File: src/rtl/adcseq_pkg.sv
package adcseq_pkg;
  // channel numbering and list geometry (status layout depends on these)
  localparam int CH_W      = 3;
  localparam int NUM_SLOTS = 8;
  localparam int IDX_W     = $clog2(NUM_SLOTS);
  localparam int LIST_W    = NUM_SLOTS * CH_W;
  localparam int LVL_W     = 5;  // width of the level field in status

  // register selects
  localparam logic [1:0] SEL_CTRL  = 2'd0;
  localparam logic [1:0] SEL_LIST  = 2'd1;
  localparam logic [1:0] SEL_DELAY = 2'd2;

  // control word bits
  localparam int C_ENABLE = 0;
  localparam int C_CONT   = 1;
  localparam int C_START  = 2;
  localparam int C_IRQEN  = 3;
  localparam int C_THR_LO = 4;
  localparam int C_STOP   = 14;

  // list word: last index position
  localparam int L_LAST_LO = 24;

  typedef enum logic [1:0] {
    SQ_IDLE  = 2'd0,
    SQ_CONV  = 2'd1,
    SQ_GAP   = 2'd2,
    SQ_DRAIN = 2'd3
  } seq_state_t;
endpackage

File: src/rtl/adcseq_fifo.sv
module adcseq_fifo #(
  parameter int DEPTH = 32,
  parameter int W     = 15
) (
  input  logic                       clk,
  input  logic                       rst_n,
  input  logic                       push,
  input  logic [W-1:0]               push_data,
  input  logic                       pop_req,
  output logic                       out_valid,
  output logic [W-1:0]               out_data,
  output logic [$clog2(DEPTH):0]     level,
  output logic                       full,
  output logic                       empty
);
  localparam int AW = $clog2(DEPTH);
  localparam int CW = AW + 1;

  logic [W-1:0]  mem [DEPTH];
  logic [AW-1:0] wptr, rptr;
  logic [CW-1:0] lvl_q;
  logic          pop_ok, push_ok;

  assign full      = (lvl_q == CW'(DEPTH));
  assign empty     = (lvl_q == '0);
  assign pop_ok    = pop_req && !empty;
  assign push_ok   = push && (!full || pop_ok);
  assign out_valid = !empty;
  assign out_data  = mem[rptr];
  assign level     = lvl_q;

  always_ff @(posedge clk) begin
    if (push_ok) mem[wptr] <= push_data;
  end

  always_ff @(posedge clk or negedge rst_n) begin
    if (!rst_n) begin
      wptr  <= '0;
      rptr  <= '0;
      lvl_q <= '0;
    end else begin
      if (push_ok) wptr <= wptr + 1'b1;
      if (pop_ok)  rptr <= rptr + 1'b1;
      case ({push_ok, pop_ok})
        2'b10:   lvl_q <= lvl_q + 1'b1;
        2'b01:   lvl_q <= lvl_q - 1'b1;
        default: lvl_q <= lvl_q;
      endcase
    end
  end


  full_hold_chk: assert property (@(posedge clk) disable iff (!rst_n)
    (full && !pop_req) |=> full);


  stream_hold_chk: assert property (@(posedge clk) disable iff (!rst_n)
    (out_valid && !pop_req) |=> (out_valid && $stable(out_data)));
endmodule

File: src/rtl/adcseq_gap_timer.sv
module adcseq_gap_timer #(
  parameter int CNT_W = 8,
  parameter int SEL_W = 2,
  parameter int STEP  = 2
) (
  input  logic             clk,
  input  logic             rst_n,
  input  logic             load,
  input  logic             abort,
  input  logic [CNT_W-1:0] cnt,
  input  logic [SEL_W-1:0] sel,
  output logic             busy,
  output logic             done
);
  localparam int TW = CNT_W + 1 + STEP * ((1 << SEL_W) - 1);

  logic [TW-1:0] rem;
  logic [TW-1:0] units, total;

  always_comb begin
    units = TW'(cnt) + TW'(1);
    total = units << (STEP * int'(sel));
  end

  assign done = busy && (rem == '0);

  always_ff @(posedge clk or negedge rst_n) begin
    if (!rst_n) begin
      busy <= 1'b0;
      rem  <= '0;
    end else if (abort) begin
      busy <= 1'b0;
      rem  <= '0;
    end else if (load) begin
      busy <= 1'b1;
      rem  <= total - TW'(1);
    end else if (busy) begin
      if (rem == '0) busy <= 1'b0;
      else           rem  <= rem - 1'b1;
    end
  end
endmodule

File: src/rtl/adcseq_ctrl.sv
module adcseq_ctrl
  import adcseq_pkg::*;
#(
  parameter int CODE_W    = 12,
  parameter int DLY_CNT_W = 8,
  parameter int DLY_SEL_W = 2,
  parameter int DLY_STEP  = 2
) (
  input  logic                   clk,
  input  logic                   rst_n,
  input  logic                   cont,
  input  logic                   start_p,
  input  logic                   stop_p,
  input  logic [LIST_W-1:0]      chan_list,
  input  logic [IDX_W-1:0]       last_idx,
  input  logic [DLY_CNT_W-1:0]   dly_cnt,
  input  logic [DLY_SEL_W-1:0]   dly_sel,
  output logic                   conv_req,
  output logic [CH_W-1:0]        conv_chan,
  input  logic                   conv_ack,
  input  logic [CODE_W-1:0]      conv_code,
  input  logic                   avg_busy,
  output logic                   push,
  output logic [CH_W+CODE_W-1:0] push_data,
  output logic                   seq_busy,
  output logic                   gap_busy,
  output logic [CH_W-1:0]        cur_chan,
  output logic                   clr_en
);
  seq_state_t     state;
  logic [IDX_W-1:0] idx;
  logic           stop_pend;
  logic           accepted, at_last, halting, go_gap;
  logic           tmr_load, tmr_abort, tmr_done;

  assign cur_chan  = chan_list[idx*CH_W +: CH_W];
  assign conv_chan = cur_chan;
  assign conv_req  = (state == SQ_CONV);
  assign seq_busy  = (state != SQ_IDLE);

  assign accepted  = conv_req && conv_ack;
  assign at_last   = (idx == last_idx);
  assign halting   = stop_p || stop_pend;
  assign go_gap    = accepted && !halting && (!at_last || cont);
  assign push      = accepted;
  assign push_data = {conv_chan, conv_code};

  assign tmr_load  = go_gap;
  assign tmr_abort = (state == SQ_GAP) && stop_p;
  assign clr_en    = (state == SQ_DRAIN) && !avg_busy && halting;

  adcseq_gap_timer #(
    .CNT_W (DLY_CNT_W),
    .SEL_W (DLY_SEL_W),
    .STEP  (DLY_STEP)
  ) u_gap (
    .clk   (clk),
    .rst_n (rst_n),
    .load  (tmr_load),
    .abort (tmr_abort),
    .cnt   (dly_cnt),
    .sel   (dly_sel),
    .busy  (gap_busy),
    .done  (tmr_done)
  );

  always_ff @(posedge clk or negedge rst_n) begin
    if (!rst_n) begin
      state     <= SQ_IDLE;
      idx       <= '0;
      stop_pend <= 1'b0;
    end else begin
      case (state)
        SQ_IDLE: begin
          if (stop_p) begin
            stop_pend <= 1'b1;
            state     <= SQ_DRAIN;
          end else if (start_p) begin
            idx   <= '0;
            state <= SQ_CONV;
          end
        end
        SQ_CONV: begin
          if (stop_p) stop_pend <= 1'b1;
          if (accepted) begin
            if (go_gap) begin
              idx   <= at_last ? '0 : idx + 1'b1;
              state <= SQ_GAP;
            end else begin
              state <= SQ_DRAIN;
            end
          end
        end
        SQ_GAP: begin
          if (stop_p) begin
            stop_pend <= 1'b1;
            state     <= SQ_DRAIN;
          end else if (tmr_done) begin
            state <= SQ_CONV;
          end
        end
        default: begin
          if (stop_p) stop_pend <= 1'b1;
          if (!avg_busy) begin
            stop_pend <= 1'b0;
            state     <= SQ_IDLE;
          end
        end
      endcase
    end
  end


  req_hold_chk: assert property (@(posedge clk) disable iff (!rst_n)
    (conv_req && !conv_ack) |=> conv_req);


  gap_noreq_chk: assert property (@(posedge clk) disable iff (!rst_n)
    gap_busy |-> !conv_req);


  busy_fall_chk: assert property (@(posedge clk) disable iff (!rst_n)
    $fell(seq_busy) |-> !$past(avg_busy));
endmodule

File: src/rtl/adc_seq_engine.sv
module adc_seq_engine
  import adcseq_pkg::*;
#(
  parameter int DEPTH     = 32,
  parameter int CODE_W    = 12,
  parameter int DLY_CNT_W = 8,
  parameter int DLY_SEL_W = 2,
  parameter int DLY_STEP  = 2
) (
  input  logic                 clk,
  input  logic                 rst_n,
  input  logic                 reg_wr,
  input  logic [1:0]           reg_addr,
  input  logic [31:0]          reg_wdata,
  output logic [31:0]          status,
  output logic                 irq,
  output logic                 conv_req,
  output logic [CH_W-1:0]      conv_chan,
  input  logic                 conv_ack,
  input  logic [CODE_W-1:0]    conv_code,
  input  logic                 avg_busy,
  output logic                 rd_valid,
  input  logic                 rd_ready,
  output logic [CH_W+CODE_W:0] rd_data
);
  localparam int ENT_W = CH_W + CODE_W;
  localparam int LVL_CW = $clog2(DEPTH) + 1;

  logic                 en_q, cont_q, irqen_q;
  logic [LVL_W-1:0]     thr_q;
  logic [LIST_W-1:0]    list_q;
  logic [IDX_W-1:0]     last_q;
  logic [DLY_CNT_W-1:0] dcnt_q;
  logic [DLY_SEL_W-1:0] dsel_q;

  logic wr_ctrl, wr_list, wr_dly, start_p, stop_p, clr_en;
  logic push, seq_busy, gap_busy, q_full, q_empty;
  logic [ENT_W-1:0]  push_data, head;
  logic [LVL_CW-1:0] level;
  logic [CH_W-1:0]   cur_chan;
  logic              unused_bits;

  assign wr_ctrl = reg_wr && (reg_addr == SEL_CTRL);
  assign wr_list = reg_wr && (reg_addr == SEL_LIST);
  assign wr_dly  = reg_wr && (reg_addr == SEL_DELAY);
  assign stop_p  = wr_ctrl && reg_wdata[C_STOP];
  assign start_p = wr_ctrl && reg_wdata[C_START] && en_q && !reg_wdata[C_STOP];
  assign unused_bits = ^{reg_wdata[31:27], reg_wdata[13:10]};

  always_ff @(posedge clk or negedge rst_n) begin
    if (!rst_n) begin
      en_q    <= 1'b0;
      cont_q  <= 1'b0;
      irqen_q <= 1'b0;
      thr_q   <= '0;
      list_q  <= '0;
      last_q  <= '0;
      dcnt_q  <= '0;
      dsel_q  <= '0;
    end else begin
      if (wr_ctrl) begin
        en_q    <= reg_wdata[C_ENABLE];
        cont_q  <= reg_wdata[C_CONT];
        irqen_q <= reg_wdata[C_IRQEN];
        thr_q   <= reg_wdata[C_THR_LO +: LVL_W];
      end
      if (clr_en) en_q <= 1'b0;
      if (wr_list) begin
        list_q <= reg_wdata[LIST_W-1:0];
        last_q <= reg_wdata[L_LAST_LO +: IDX_W];
      end
      if (wr_dly) begin
        dcnt_q <= reg_wdata[DLY_CNT_W-1:0];
        dsel_q <= reg_wdata[DLY_CNT_W +: DLY_SEL_W];
      end
    end
  end

  adcseq_ctrl #(
    .CODE_W    (CODE_W),
    .DLY_CNT_W (DLY_CNT_W),
    .DLY_SEL_W (DLY_SEL_W),
    .DLY_STEP  (DLY_STEP)
  ) u_ctrl (
    .clk       (clk),
    .rst_n     (rst_n),
    .cont      (cont_q),
    .start_p   (start_p),
    .stop_p    (stop_p),
    .chan_list (list_q),
    .last_idx  (last_q),
    .dly_cnt   (dcnt_q),
    .dly_sel   (dsel_q),
    .conv_req  (conv_req),
    .conv_chan (conv_chan),
    .conv_ack  (conv_ack),
    .conv_code (conv_code),
    .avg_busy  (avg_busy),
    .push      (push),
    .push_data (push_data),
    .seq_busy  (seq_busy),
    .gap_busy  (gap_busy),
    .cur_chan  (cur_chan),
    .clr_en    (clr_en)
  );

  adcseq_fifo #(
    .DEPTH (DEPTH),
    .W     (ENT_W)
  ) u_fifo (
    .clk       (clk),
    .rst_n     (rst_n),
    .push      (push),
    .push_data (push_data),
    .pop_req   (rd_ready),
    .out_valid (rd_valid),
    .out_data  (head),
    .level     (level),
    .full      (q_full),
    .empty     (q_empty)
  );

  assign rd_data = {1'b0, head};
  assign irq     = irqen_q && (level >= LVL_CW'(thr_q));

  assign status = {1'b0, gap_busy, avg_busy, seq_busy, q_full, q_empty,
                   level[LVL_W-1:0], 2'b00, cur_chan, 16'h0000};


  irq_empty_chk: assert property (@(posedge clk) disable iff (!rst_n)
    (q_empty && thr_q != '0) |-> !irq);


  idle_start_chk: assert property (@(posedge clk) disable iff (!rst_n)
    (!seq_busy && !en_q) |=> !conv_req);
endmodule

File: config.mk
export PLATFORM = sky130hd
export DESIGN_NAME = adc_seq_engine
export DESIGN_NICKNAME = d
export VERILOG_FILES = /design/src/rtl/adcseq_pkg.sv /design/src/rtl/adcseq_fifo.sv /design/src/rtl/adcseq_gap_timer.sv /design/src/rtl/adcseq_ctrl.sv /design/src/rtl/adc_seq_engine.sv
export SDC_FILE = /design/constraint.sdc
export NUM_CORES = 1
export LEC_CHECK = 0
export ABC_AREA = 1
export BUFFER_PORTS_ARGS = -buffer_cell sky130_fd_sc_hd__buf_2
export CAP_MARGIN = 20
export CORE_MARGIN = 4
export CORE_UTILIZATION = 25
export DETAILED_ROUTE_END_ITERATION = 7
export GPL_ROUTABILITY_DRIVEN = 0
export MAX_ROUTING_LAYER = met4
export SLEW_MARGIN = 20
export SYNTH_ARGS = -nofsm -noshare
export SYNTH_HDL_FRONTEND = slang
export SYNTH_SLANG_ARGS = --single-unit
File: constraint.sdc
create_clock -name clk -period 4.1 [get_ports clk]
set_input_delay 0.41 -clock clk [delete_from_list [all_inputs] [get_ports clk]]
set_output_delay 0.41 -clock clk [all_outputs]
set_load 0.01 [all_outputs]
; Word level (Yosys, flattened, before mapping)
; Memories as Yosys holds them, arrays and structs flattened.
; Cells that the tools add are included.
; W data, S select, Z words.
[totals]
ramBits = 480
n_memories = 1
out_inout_bits = 54
reg_bits = 83
[memory_table]
columns = memory, depth, word_bits, rd, rd_clocked_by_memory_dff, wr, line_no
row1 = u_fifo.mem, 32, 15, 1, 0, 1, adcseq_fifo.sv:19  ; logic [W-1:0] mem [DEPTH];
[classes]
n_mux = 30
eq_ne = 17
n_reduce_logical = 39
multipliers = 1
n_shift = 2
addsub = 8
n_lt_le_gt_ge = 1
[ops]
columns = cell, n
row1 = $mux W15, 4
row2 = $sub A15 B1 Y15 const B, 2
row3 = $shiftx A24 B6 Y3, 1
row4 = $logic_and A1 B1 Y1, 17
row5 = $logic_not A15 Y1, 1
row6 = $mux W3, 5
row7 = $shl A15 B3 Y15, 1
row8 = $mux W1, 12
row9 = $mux W2, 6
row10 = $pmux W6 S2, 1
row11 = $add A5 B1 Y5 const B, 2
row12 = $add A8 B1 Y9 const B, 1
row13 = $eq A2 B2 Y1 const B, 4
row14 = $ne A2 B2 Y1 const B, 4
row15 = $reduce_bool A2 Y1, 4
row16 = $add A6 B1 Y6 const B, 1
row17 = $eq A2 B1 Y1 const B, 3
row18 = $eq A6 B6 Y1 const B, 1
row19 = $ge A6 B5 Y1, 1
row20 = $logic_not A1 Y1, 6
row21 = $logic_not A6 Y1, 1
row22 = $ne A3 B1 Y1 const B, 2
row23 = $pmux W2 S3, 1
row24 = $pmux W3 S2, 1
row25 = other kinds (13), 16

; Longest topological paths before layout
; Gate-level depths: netlist of run 1.
[depth]
word_depth = 10
mapped_depth = 18
depth_no_buf = 18

; Modules after synthesis
; Synthesis of run 1 repeated with hierarchy kept, for this count alone.
[hier_totals]
cells_unflattened = 2464
hier_area_um2 = 25298.0
[by_module_without_submodules]
columns = module, seq_area_each_um2, cells_each, area_per_inst_um2, n_inst
row1 = adcseq_fifo, 14814.2, 1835, 20551.0, 1
row2 = adc_seq_engine, 1126.1, 231, 2205.9, 1
row3 = adcseq_gap_timer, 400.4, 269, 1711.6, 1
row4 = adcseq_ctrl, 150.1, 129, 829.5, 1

; Least setup slack after synthesis of run 1
; No wires, ideal clock.
[synth_timing]
path_kind = register to output
from = reg u_ctrl.idx[0]
to = out status[16]
path_buffers = 2
arrival_time_ps = 2449
stages_incl_launch_ff = 7
path_slack_ps = 1241
cell_sequence = dfrtp_1 -> clkbuf_1 -> nor2_1 -> nor2_1 -> o21ai_0 -> a31oi_1 -> buf_4
[synth_between]
elab_chain_cells = 2
[synth_rtl]
columns = item, line_no
row1 = start: declaration, adcseq_ctrl.sv:31  ; logic [IDX_W-1:0] idx;
row2 = start signal: assignment, adcseq_ctrl.sv:87  ; idx <= at_last ? '0 : idx + 1'b1;
row3 = $mul A3 B2 Y5, adcseq_ctrl.sv:36  ; assign cur_chan = chan_list[idx*CH_W +: CH_W];
row4 = $shiftx A24 B6 Y3, adcseq_ctrl.sv:36
row5 = end: declaration, adc_seq_engine.sv:15  ; output logic [31:0] status,
; No other way between the ends.

; Worst setup path after layout of run 1
[layout_timing]
from = reg u_fifo.rptr[1]
to = out rd_data[0]
[layout_between]
elab_chain_cells = 1
[layout_rtl]
columns = item, line_no
row1 = start: declaration, adcseq_fifo.sv:20  ; logic [AW-1:0] wptr, rptr;
row2 = start signal: assignment, adcseq_fifo.sv:43  ; if (pop_ok) rptr <= rptr + 1'b1;
row3 = $mem_v2 Z32 W15, n/a
row4 = end: declaration, adc_seq_engine.sv:24  ; output logic [CH_W+CODE_W:0] rd_data
; No other way between the ends.

==> results.py, run 1 <==
metrics = {
    "outcome": {
        "status": "finished clean",
    },
    "timing": {
        "holdWs_ps": 76.4,
        "relSlewSlack_pct": 36.1,
        "worst_pin_slew_ps": 959,
        "fmax_ghz": 0.289,
        "setup_viol": 0,
        "finalHoldViolations": 0,
        "tns_ps": 0,
        "period_share_pct": 84.4,
        "fin_crit_ps": 3460,
        "drv_slew": 0,
        "grt_setup_unrepaired": "false",
        "finalClockSkew_ps": 81.1,
    },
    "final_layout": {
        "nets": 2228,
        "drive_gt1_share_pct": 12.9,
        "layout_common_cells": "edfxtp_1, nor2_1, o21ai_0",
        "final_common_cell": "edfxtp_1",
        "area_delta_synth_final_pct": 15.6,
        "antenna_cells": 0,
    },
    "routing": {
        "wire_per_inst_um": 18.0,
        "drt-initial-drc-count": 1551,
        "detail_route.first_pass.iterations": 5,
        "drt-total-wl_um": 62200,
        "num_vias": 15900,
        "viasPerCell": 4.60,
        "drc": 0,
        "postRouteAntennaNets": 0,
    },
    "logic_synthesis": {
        "synth.cell_area_um2": 24000,
        "netlist-cell-type-count": 45,
        "ys.flop_type": "edfxtp_1",
        "synth_seq_cells": 563,
        "synth_edf_count": 480,
        "yosysWarnings": 0,
        "synthCells": 2072,
        "synth-async-reset-ratio_pct": 14.7,
        "synth-seq-area-share_pct": 68.6,
        "syn_area_per_cell_um2": 11.6,
    },
    "grt": {
        "grt_pass1_wl_um": 93800,
        "overflow": 0,
        "grt.total_usage_pct": 12.2,
        "grt_pass1_vias": 15100,
        "antenna_found_initial": 2,
        "grt_max_degree": 133,
    },
    "placement": {
        "io_buffers": 80,
        "post-dp-hpwl_um": 37700,
    },
    "job": {
        "max_cap_viol_count": 0,
    },
    "power_and_ir_drop": {
        "netSwitchingPower_mw": 7.32,
        "internal_power_mw": 11.6,
        "power_switching_share_pct": 38.6,
        "p_leak_nw": 9.77,
        "p_comb_share_pct": 36.6,
        "p_per_area_nw_per_um2": 682,
        "p_clk_share_pct": 25.8,
        "ir_worst_vdd_v": 0.000383,
        "seqPwrFrac_pct": 37.6,
    },
    "clock_network": {
        "h-tree-depth": 2,
        "cts.path.max_buffers": 3,
        "root_buffer": "clkbuf_16",
        "clk_pin_slew_ps": 60,
        "numCtsBuffers": 55,
        "post_cts_buffers": 0,
        "clock_latency_ps": 640,
        "clock-sinks": 563,
        "cts_tree": "built",
    },
    "floorplan": {
        "die_height_um": 318,
        "coreArea_um2": 95200,
        "start_util_pct": 25.3,
        "rows": 113,
        "die_width_um": 318,
        "die_area_um2": 101000,
        "ios": 106,
    },
    "worst_setup_path": {
        "cp_top_family": "compound AO/OA/AOI/OAI gates",
        "slowest_stage": "dfrtp_4",
        "cpPeakStageDelay_ps": 550,
        "start_kind": "register",
        "cp_max_fo": 64,
        "crit_type": "reg2out",
        "crit_chain": "buf_4 > o21ai_0 > o22ai_1 > o211ai_1 > nand3_1 > o21ai_0 > inv_1 > buf_2",
        "path_buf_inv": 3,
        "arrival_ps": 3050,
        "cp_common_cell": "o21ai_0",
        "cp-end-kind": "output pin",
        "worstPathRequired_ps": 3690,
        "reg2reg_slack_ps": 1070,
    },
    "hold_path": {
        "hold_path.class": "in2reg",
    },
}
-- power groups by stage --
stage	clock network, mW	registers [mW]	logic (mW)
CTS	5.01	7.12	6.99
detailed placement	0	7.23	6.97
finish	4.90	7.12	6.94
global placement	0	7.23	6.91
floorplan	0	7.11	4.47
global route	5.25	7.17	7.72
-- synth_stat cells, types with 2 or more instances --
cell,number,area (um2)
nor2_2,7,43.8
nand3_1,99,495
nand4_1,26,163
nor4_1,2,12.5
buf_1,7,26.3
o221ai_1,46,403
clkbuf_1,95,357
nor3_1,5,25.0
o22ai_1,84,526
a21oi_1,13,65.1
buf_4,34,255
a31oi_1,4,25.0
nand2_2,10,62.6
o21ai_1,9,45.0
ha_1,22,275
buf_2,9,45.0
mux2_2,16,180
nor2_1,324,1220
o31ai_1,2,15.0
xor2_1,13,114
nand3b_1,3,22.5
inv_2,3,11.3
nor2_4,5,56.3
dfrtp_1,83,2080
o211ai_1,15,113
nand2_1,213,800
o21bai_1,3,22.5
o21ai_0,310,1550
nand3_2,3,30.0
inv_1,113,424
edfxtp_1,480,14400
-- per-layer routing --
| metal | up-vias | wire length [um] | GRT usage (%) |
|---|---|---|---|
| met5 | - | 0 | - |
| met4 | 0 | 1210 | 2.79 |
| met3 | 75 | 3800 | 1.73 |
| met2 | 538 | 29000 | 19.4 |
| met1 | 7767 | 28100 | 16.7 |
| li1 | 7540 | - | - |
-- path summary, 6_finish.rpt --
| check | start | endpoint | cells past startpoint |
|---|---|---|---|
| max | u_fifo.rptr[1] | rd_data[0] | 8 |
| max reg2reg | u_fifo.level[0] | u_fifo.level[5] | 15 |
| min reg2reg | list_q[4] | list_q[4] | 2 |
| min in group asynchronous | rst_n | u_fifo.wptr[4] | 2 |
| max in group asynchronous | rst_n | thr_q[2] | 3 |
| min | reg_wdata[12] | list_q[12] | 2 |
-- cell type report --
cell class / count / area [um2]
fill: 9705 / 67300
sequential: 563 / 16500
multi-input combinational: 1263 / 6510
tap: 1265 / 1580
clock buffer: 75 / 1510
timing repair buffer: 152 / 1020
inverter: 118 / 457
clock inverter: 23 / 221
-- flip-flops by register name, summed over array words and instances, names as in the netlist --
register and count:
cont_q 1, dcnt_q 8, dsel_q 2, en_q 1, irqen_q 1, last_q 3
list_q 24, thr_q 5, u_ctrl.idx 3, u_ctrl.state 2, u_ctrl.stop_pend 1, u_ctrl.u_gap.busy 1
u_ctrl.u_gap.rem 15, u_fifo.level 6, u_fifo.mem 480, u_fifo.rptr 5, u_fifo.wptr 5
-- cell families (layout without fill, tap and decap cells) --
| logic type | count (synthesis) | after routing | synth area share (%) |
|---|---|---|---|
| AND/OR/NAND/NOR | 701 | 701 | 12.4 |
| flip-flops | 563 | 563 | 68.6 |
| AO/OA/AOI/OAI | 488 | 488 | 11.6 |
| buffers and inverters | 265 | 368 | 4.84 |
| adder cells (fa/ha/maj) | 23 | 23 | 1.23 |
| multiplexers | 16 | 16 | 0.749 |
| XOR/XNOR | 15 | 15 | 0.578 |
| other | 1 | 20 | 0.0156 |
-- worst register-to-register path, delay by kind of cell, from the launching register on --
kind	cells	cell delay, ps
and+or+nand+nor	7	1080
xor gates and xnor gates	1	130
muxes	1	360
AOI/OAI and AO/OA	2	280
buffers and inverters	3	280
DFF	1	420
adders and majority gates	1	380
-- repair_timing --
item	in CTS	in global routing
resized for setup	0	0
hold buffers	1	0
endpoints found under the setup margin	0	0
hold endpoints to repair	18	0
-- through the flow --
step / util (%) / total power [mW] / setup WS (ps) / area [um2] / instances
finish: 29.2 / 19.0 / 638 / 27800 / 3459
CTS: 29.2 / 19.1 / 540 / 27800 / 3459
floorplan: - / 11.6 / 1240 / 24100 / 2091
detailed placement: 27.4 / 14.2 / 1110 / 26100 / 3360
global route: 29.2 / 20.1 / 469 / 27800 / 3459
global placement: 27.4 / 14.1 / 1120 / 26100 / 3360
No activity file was read; power rests on OpenSTA's default activity.
==> run 2, diff against run 1 <==
- clock period: 4.1 -> 3.4 ns (I/O delays scaled with it)
==> run 2 against run 1 <==
Compared with the run above:
- worst hold slack worse by 44 ps
- routed wire length increased by 0.83%
- sequential share of layout area down 0.71 points
- largest cell class unchanged
- core utilization rose by 0.35 points
- sequential cell count stayed put
- combinational power grew 23%
- power rose by 24%
==> results.py, run 2 (synthesis results as in run 1) <==
metrics = {
    "final_layout": {
        "layout_common_cells": "edfxtp_1, nor2_1, o21ai_0",
        "final_common_cell": "edfxtp_1",
        "fin_area_um2": 28100,
        "top_register": "u_fifo.mem",
        "largest_register_ff_count": 480,
        "top_regs": "u_fifo.mem x480, list_q x24, u_ctrl.u_gap.rem x15",
        "area_delta_synth_final_pct": 17.0,
        "fillCellCount": 9678,
        "drive_gt1_share_pct": 13.3,
        "nets": 2241,
    },
    "placement": {
        "io_buffers": 80,
        "post_dp_cell_area_um2": 26100,
        "post-dp-hpwl_um": 37100,
    },
    "clock_network": {
        "cts_tree": "built",
        "h-tree-depth": 2,
        "numCtsBuffers": 55,
        "clk_pin_slew_ps": 60,
        "cts.path.max_buffers": 3,
        "clock-sinks": 563,
        "clock_latency_ps": 630,
        "root_buffer": "clkbuf_16",
    },
    "grt": {
        "grt.total_usage_pct": 12.3,
        "grt_pass1_vias": 15100,
        "antenna_found_initial": 4,
        "overflow": 0,
        "grt_max_degree": 113,
        "grt_pass1_wl_um": 94200,
    },
    "timing": {
        "fin_crit_ps": 3290,
        "period_share_pct": 96.6,
        "relSlewSlack_pct": 45.8,
        "finalHoldViolations": 0,
        "setup_viol": 0,
        "finalClockSkew_ps": 53.2,
        "fmax_ghz": 0.304,
        "worst_pin_slew_ps": 812,
        "drv_slew": 0,
    },
    "worst_setup_path": {
        "worstPathRequired_ps": 3060,
        "start_kind": "register",
        "cp_max_fo": 112,
        "crit_type": "reg2out",
        "cp-end-kind": "output pin",
        "arrival_ps": 2950,
    },
    "floorplan": {
        "die_height_um": 318,
        "ios": 106,
        "start_util_pct": 25.3,
        "rows": 113,
        "die_width_um": 318,
        "coreArea_um2": 95200,
        "die_area_um2": 101000,
    },
    "routing": {
        "detail_route.first_pass.iterations": 7,
        "wire_per_inst_um": 18.0,
        "num_vias": 16100,
        "viasPerCell": 4.64,
        "postRouteAntennaNets": 0,
        "drc": 0,
        "drt-initial-drc-count": 1505,
        "drt-total-wl_um": 62700,
    },
    "outcome": {
        "status": "finished clean",
    },
    "job": {
        "max_cap_viol_count": 0,
    },
    "hold_path": {
        "hold_path.class": "in2reg",
    },
    "power_and_ir_drop": {
        "p_leak_nw": 9.92,
        "total_power_mw": 23.4,
        "ir_worst_vdd_v": 0.000523,
        "p_per_area_nw_per_um2": 833,
    },
}
run 2: final timing paths:
| path | startpoint | endpoint | slack, ps | depth (start not counted) |
|---|---|---|---|---|
| max in group asynchronous | rst_n | list_q[18] | 2340 | 3 |
| hold / removal | reg_wdata[19] | list_q[19] | 30 | 2 |
| min in group asynchronous | rst_n | u_ctrl.u_gap.rem[2] | 290 | 2 |
| setup reg to reg | u_ctrl.state[1] | u_fifo.level[5] | 610 | 14 |
| hold reg to reg | u_ctrl.u_gap.rem[10] | u_ctrl.u_gap.rem[10] | 480 | 2 |
| setup / recovery | u_fifo.rptr[0] | rd_data[7] | 110 | 9 |
run 2: per-stage QoR:
| stage | util (%) | hold slack [ps] | setup WS [ps] | setup TNS, ps | std cells |
|---|---|---|---|---|---|
| floorplan | - | 44.4 | 611 | 0 | 2091 |
| global placement | 27.4 | 400 | 577 | 0 | 3357 |
| detailed placement | 27.4 | 405 | 563 | 0 | 3357 |
| CTS | 29.5 | 13.2 | 5.40 | 0 | 3470 |
| global route | 29.6 | 25.7 | -9.28 | -14.9 | 3479 |
| finish | 29.6 | 32.4 | 114 | 0 | 3479 |
run 2: layout make-up:
class                   count  area, um2  share of cell area, %
diodes                      4       10.0                 0.0356
clock buffers              72       1480                   5.26
clock inverters            29        364                   1.29
inverters                 118        478                   1.70
multi-input cells        1263       6530                   23.2
flip-flops and latches    563      16500                   58.6
well taps                1265       1580                   5.62
repair buffers            165       1200                   4.26
run 2: power breakdown:
part	switching (mW)	internal [mW]	total, mW
logic	5.94	2.63	8.57
registers	0.368	8.23	8.60
clock network	2.66	3.62	6.27
total	8.97	14.5	23.4
run 2: metal layers:
| layer | vias to the layer above | track usage, % | part of all wire, % |
|---|---|---|---|
| met5 | - | - | 0 |
| met4 | 0 | 3.63 | 2.5 |
| met3 | 95 | 2.15 | 6.5 |
| met2 | 534 | 18.6 | 46 |
| met1 | 7906 | 16.8 | 45 |
| li1 | 7591 | - | - |
run 2: critical path, stage by stage (launching register included):
cell      delay, ps
dfrtp_4         540
buf_4           170
buf_12          350
o21ai_0         210
o221ai_1        250
nand3_1         230
nand3_1         180
o21ai_0         110
inv_1            80
buf_2           120
run 2: timing repair:
| item | in CTS | in global routing |
|---|---|---|
| hold buffers | 11 | 0 |
| endpoints found under the setup margin | 14 | 15 |
| gates cloned | 1 | 0 |
| buffers inserted | 0 | 5 |
| gates resized for setup | 6 | 9 |
| pin swaps | 0 | 4 |
| hold endpoints to repair | 53 | 0 |
==> run 3, diff against run 2 <==
- ABC_AREA: 1 -> default
- SYNTH_HIERARCHICAL: default -> 1
==> run 3 against run 2 <==
Compared with the run above:
- cell count fell by 17%
- sequential cell count unchanged
- sequential power grew 0.9%
- setup slack got worse by 7.6 ps
- design area is 0.28% higher
- area after synthesis decreased by 0.41%
- largest power group unchanged
- core utilization rose by 0.13 points
- clock skew down 24 ps
- highest routed layer unchanged
- critical path type is now reg2reg
- combinational power is 12% lower
==> results.py, run 3 <==
metrics = {
    "timing": {
        "relSlewSlack_pct": 42.1,
        "grt_setup_unrepaired": "false",
        "setup_viol": 0,
        "fmax_ghz": 0.304,
        "period_share_pct": 96.9,
        "holdWs_ps": 54.8,
        "worst_pin_slew_ps": 869,
        "finalClockSkew_ps": 29.6,
        "drv_slew": 0,
        "fin_crit_ps": 3290,
        "finalHoldViolations": 0,
    },
    "logic_synthesis": {
        "synth_area_leaders": "edfxtp_1, dfrtp_1, mux4_2",
        "synth_top_area_share_pct": 60.2,
        "synth.cell_area_um2": 23900,
        "synth_top_area_cell": "edfxtp_1",
        "synth-seq-area-share_pct": 68.9,
        "synth_edf_count": 480,
        "synth-async-reset-ratio_pct": 14.7,
        "netlist_top_cells_count": "edfxtp_1, mux2i_1, dfrtp_1",
        "synth_most_common_cell": "edfxtp_1",
        "yosysWarnings": 6,
        "synthCells": 1443,
        "syn_area_per_cell_um2": 16.6,
        "ys.flop_type": "edfxtp_1",
        "netlist-cell-type-count": 88,
        "synth_seq_cells": 563,
    },
    "worst_setup_path": {
        "path_buf_inv": 1,
        "cp_top_family": "simple AND/OR/NAND/NOR gates",
        "cpPeakStageDelay_ps": 530,
        "crit_type": "reg2reg",
        "cp-end-kind": "register",
        "start_kind": "register",
        "slowest_stage": "or4_4",
        "cp_max_fo": 4,
        "worstPathRequired_ps": 3940,
        "worst-path-stages": 11,
        "worstRegToRegCells": 11,
        "crit_chain": "or4_4 > or3_4 > and2_4 > or2b_1 > inv_2 > ha_1 > a21o_2 > a2111o_1 > o31a_1 > o22a_1 > nand3_1",
        "arrival_ps": 3830,
    },
    "routing": {
        "drc": 0,
        "postRouteAntennaNets": 0,
        "viasPerCell": 4.47,
        "detail_route.first_pass.iterations": 5,
        "num_vias": 13000,
        "wire_per_inst_um": 19.2,
        "drt-initial-drc-count": 869,
        "drt-total-wl_um": 55700,
    },
    "placement": {
        "post-dp-hpwl_um": 34600,
        "numPlacedInstances": 2768,
        "io_buffers": 80,
    },
    "power_and_ir_drop": {
        "p_per_area_nw_per_um2": 782,
        "p_leak_nw": 9.63,
        "seqPwrFrac_pct": 39.3,
        "power_switching_share_pct": 33.3,
        "netSwitchingPower_mw": 7.35,
        "ir_worst_vdd_v": 0.000392,
        "internal_power_mw": 14.7,
        "p_clk_share_pct": 26.7,
        "p_comb_share_pct": 34.0,
    },
    "clock_network": {
        "clk_pin_slew_ps": 70,
        "cts.path.max_buffers": 3,
        "clock-sinks": 563,
        "h-tree-depth": 2,
        "clock_latency_ps": 630,
        "root_buffer": "clkbuf_16",
        "numCtsBuffers": 54,
        "cts_tree": "built",
    },
    "final_layout": {
        "layout_common_cells": "edfxtp_1, mux2i_1, dfrtp_1, buf_4, buf_2",
        "fillCellCount": 9293,
        "final_common_cell": "edfxtp_1",
        "top_register": "u_fifo/mem",
        "finalNonFillerCells": 2901,
        "nets": 1661,
        "largest_register_ff_count": 480,
        "drive_gt1_share_pct": 24.7,
        "area_delta_synth_final_pct": 17.8,
        "top_regs": "u_fifo/mem x480, list_q x24, u_ctrl/u_gap/rem x15",
    },
    "floorplan": {
        "die_height_um": 318,
        "coreArea_um2": 95000,
        "ios": 106,
        "start_util_pct": 25.2,
        "die_width_um": 318,
        "rows": 113,
        "die_area_um2": 101000,
    },
    "outcome": {
        "status": "finished clean",
    },
    "grt": {
        "grt.total_usage_pct": 11.1,
        "grt_pass1_vias": 13200,
        "grt_pass1_wl_um": 84400,
        "grt_max_degree": 84,
        "antenna_found_initial": 2,
        "overflow": 0,
    },
    "hold_path": {
        "hold_path.class": "in2reg",
        "min_delay_path_depth": 2,
    },
    "job": {
        "max_cap_viol_count": 0,
    },
}
-- run 3: final timing paths --
path	endpoint	slack, ps	startpoint
max	u_fifo/level[5]	110	u_fifo/level[0]
min	list_q[14]	50	reg_wdata[14]
max in group asynchronous	u_fifo/rptr[0]	2410	rst_n
min in group asynchronous	u_fifo/level[2]	320	rst_n
max reg2reg	u_fifo/level[5]	110	u_fifo/level[0]
min reg2reg	list_q[0]	480	list_q[0]
-- run 3: repair_timing --
item	in CTS	in global routing
cloned	1	0
endpoints found under the hold margin	120	0
pin swaps	0	1
setup endpoints to repair	15	11
buffers inserted	3	1
hold buffers	27	0
gates resized for setup	16	15
-- run 3: metrics by stage --
step                util [%]  cell area (um2)  setup WS (ps)  power (mW)  setup TNS, ps
floorplan                  -            24000           3.02        13.5              0
global placement        27.4            26000           39.2        16.0              0
detailed placement      27.4            26000          -19.5        16.2          -19.5
CTS                     29.6            28100           4.09        22.3              0
global route            29.7            28200         0.0195        23.2              0
finish                  29.7            28200            107        22.1              0
-- run 3: kinds of logic after synthesis --
family,Yosys count,synth area share [%]
AOI/OAI and AO/OA,227,7.04
other,1,0.0157
adders and majority gates,18,0.972
and+or+nand+nor,258,5.97
buffers and inverters,147,3.52
xor gates and xnor gates,24,0.972
muxes,205,12.6
DFF,563,68.9
-- run 3: power groups by stage --
| stage | registers [mW] | logic [mW] | clock network (mW) |
|---|---|---|---|
| finish | 8.68 | 7.51 | 5.88 |
| global route | 8.74 | 8.13 | 6.34 |
| CTS | 8.68 | 7.54 | 6.05 |
| detailed placement | 8.84 | 7.32 | 0 |
| global placement | 8.82 | 7.20 | 0 |
| floorplan | 8.60 | 4.89 | 0 |
-- run 3: layer usage --
metal	share of wire (%)	GRT usage, %	vias to the layer above
li1	-	-	5918
met1	42	13.8	6708
met2	52	19.1	286
met3	4.1	1.56	64
met4	2.0	2.80	0
met5	0	-	-
-- run 3: layout make-up --
type | count | area (um2) | area share (%)
antenna | 2 | 5.00 | 0.0177
clock buffer | 61 | 1380 | 4.88
clock inverter | 38 | 370 | 1.31
inverter | 24 | 90.1 | 0.319
multi-input combinational | 752 | 6810 | 24.1
sequential | 563 | 16500 | 58.5
tap | 1265 | 1580 | 5.61
timing repair buffer | 196 | 1490 | 5.26
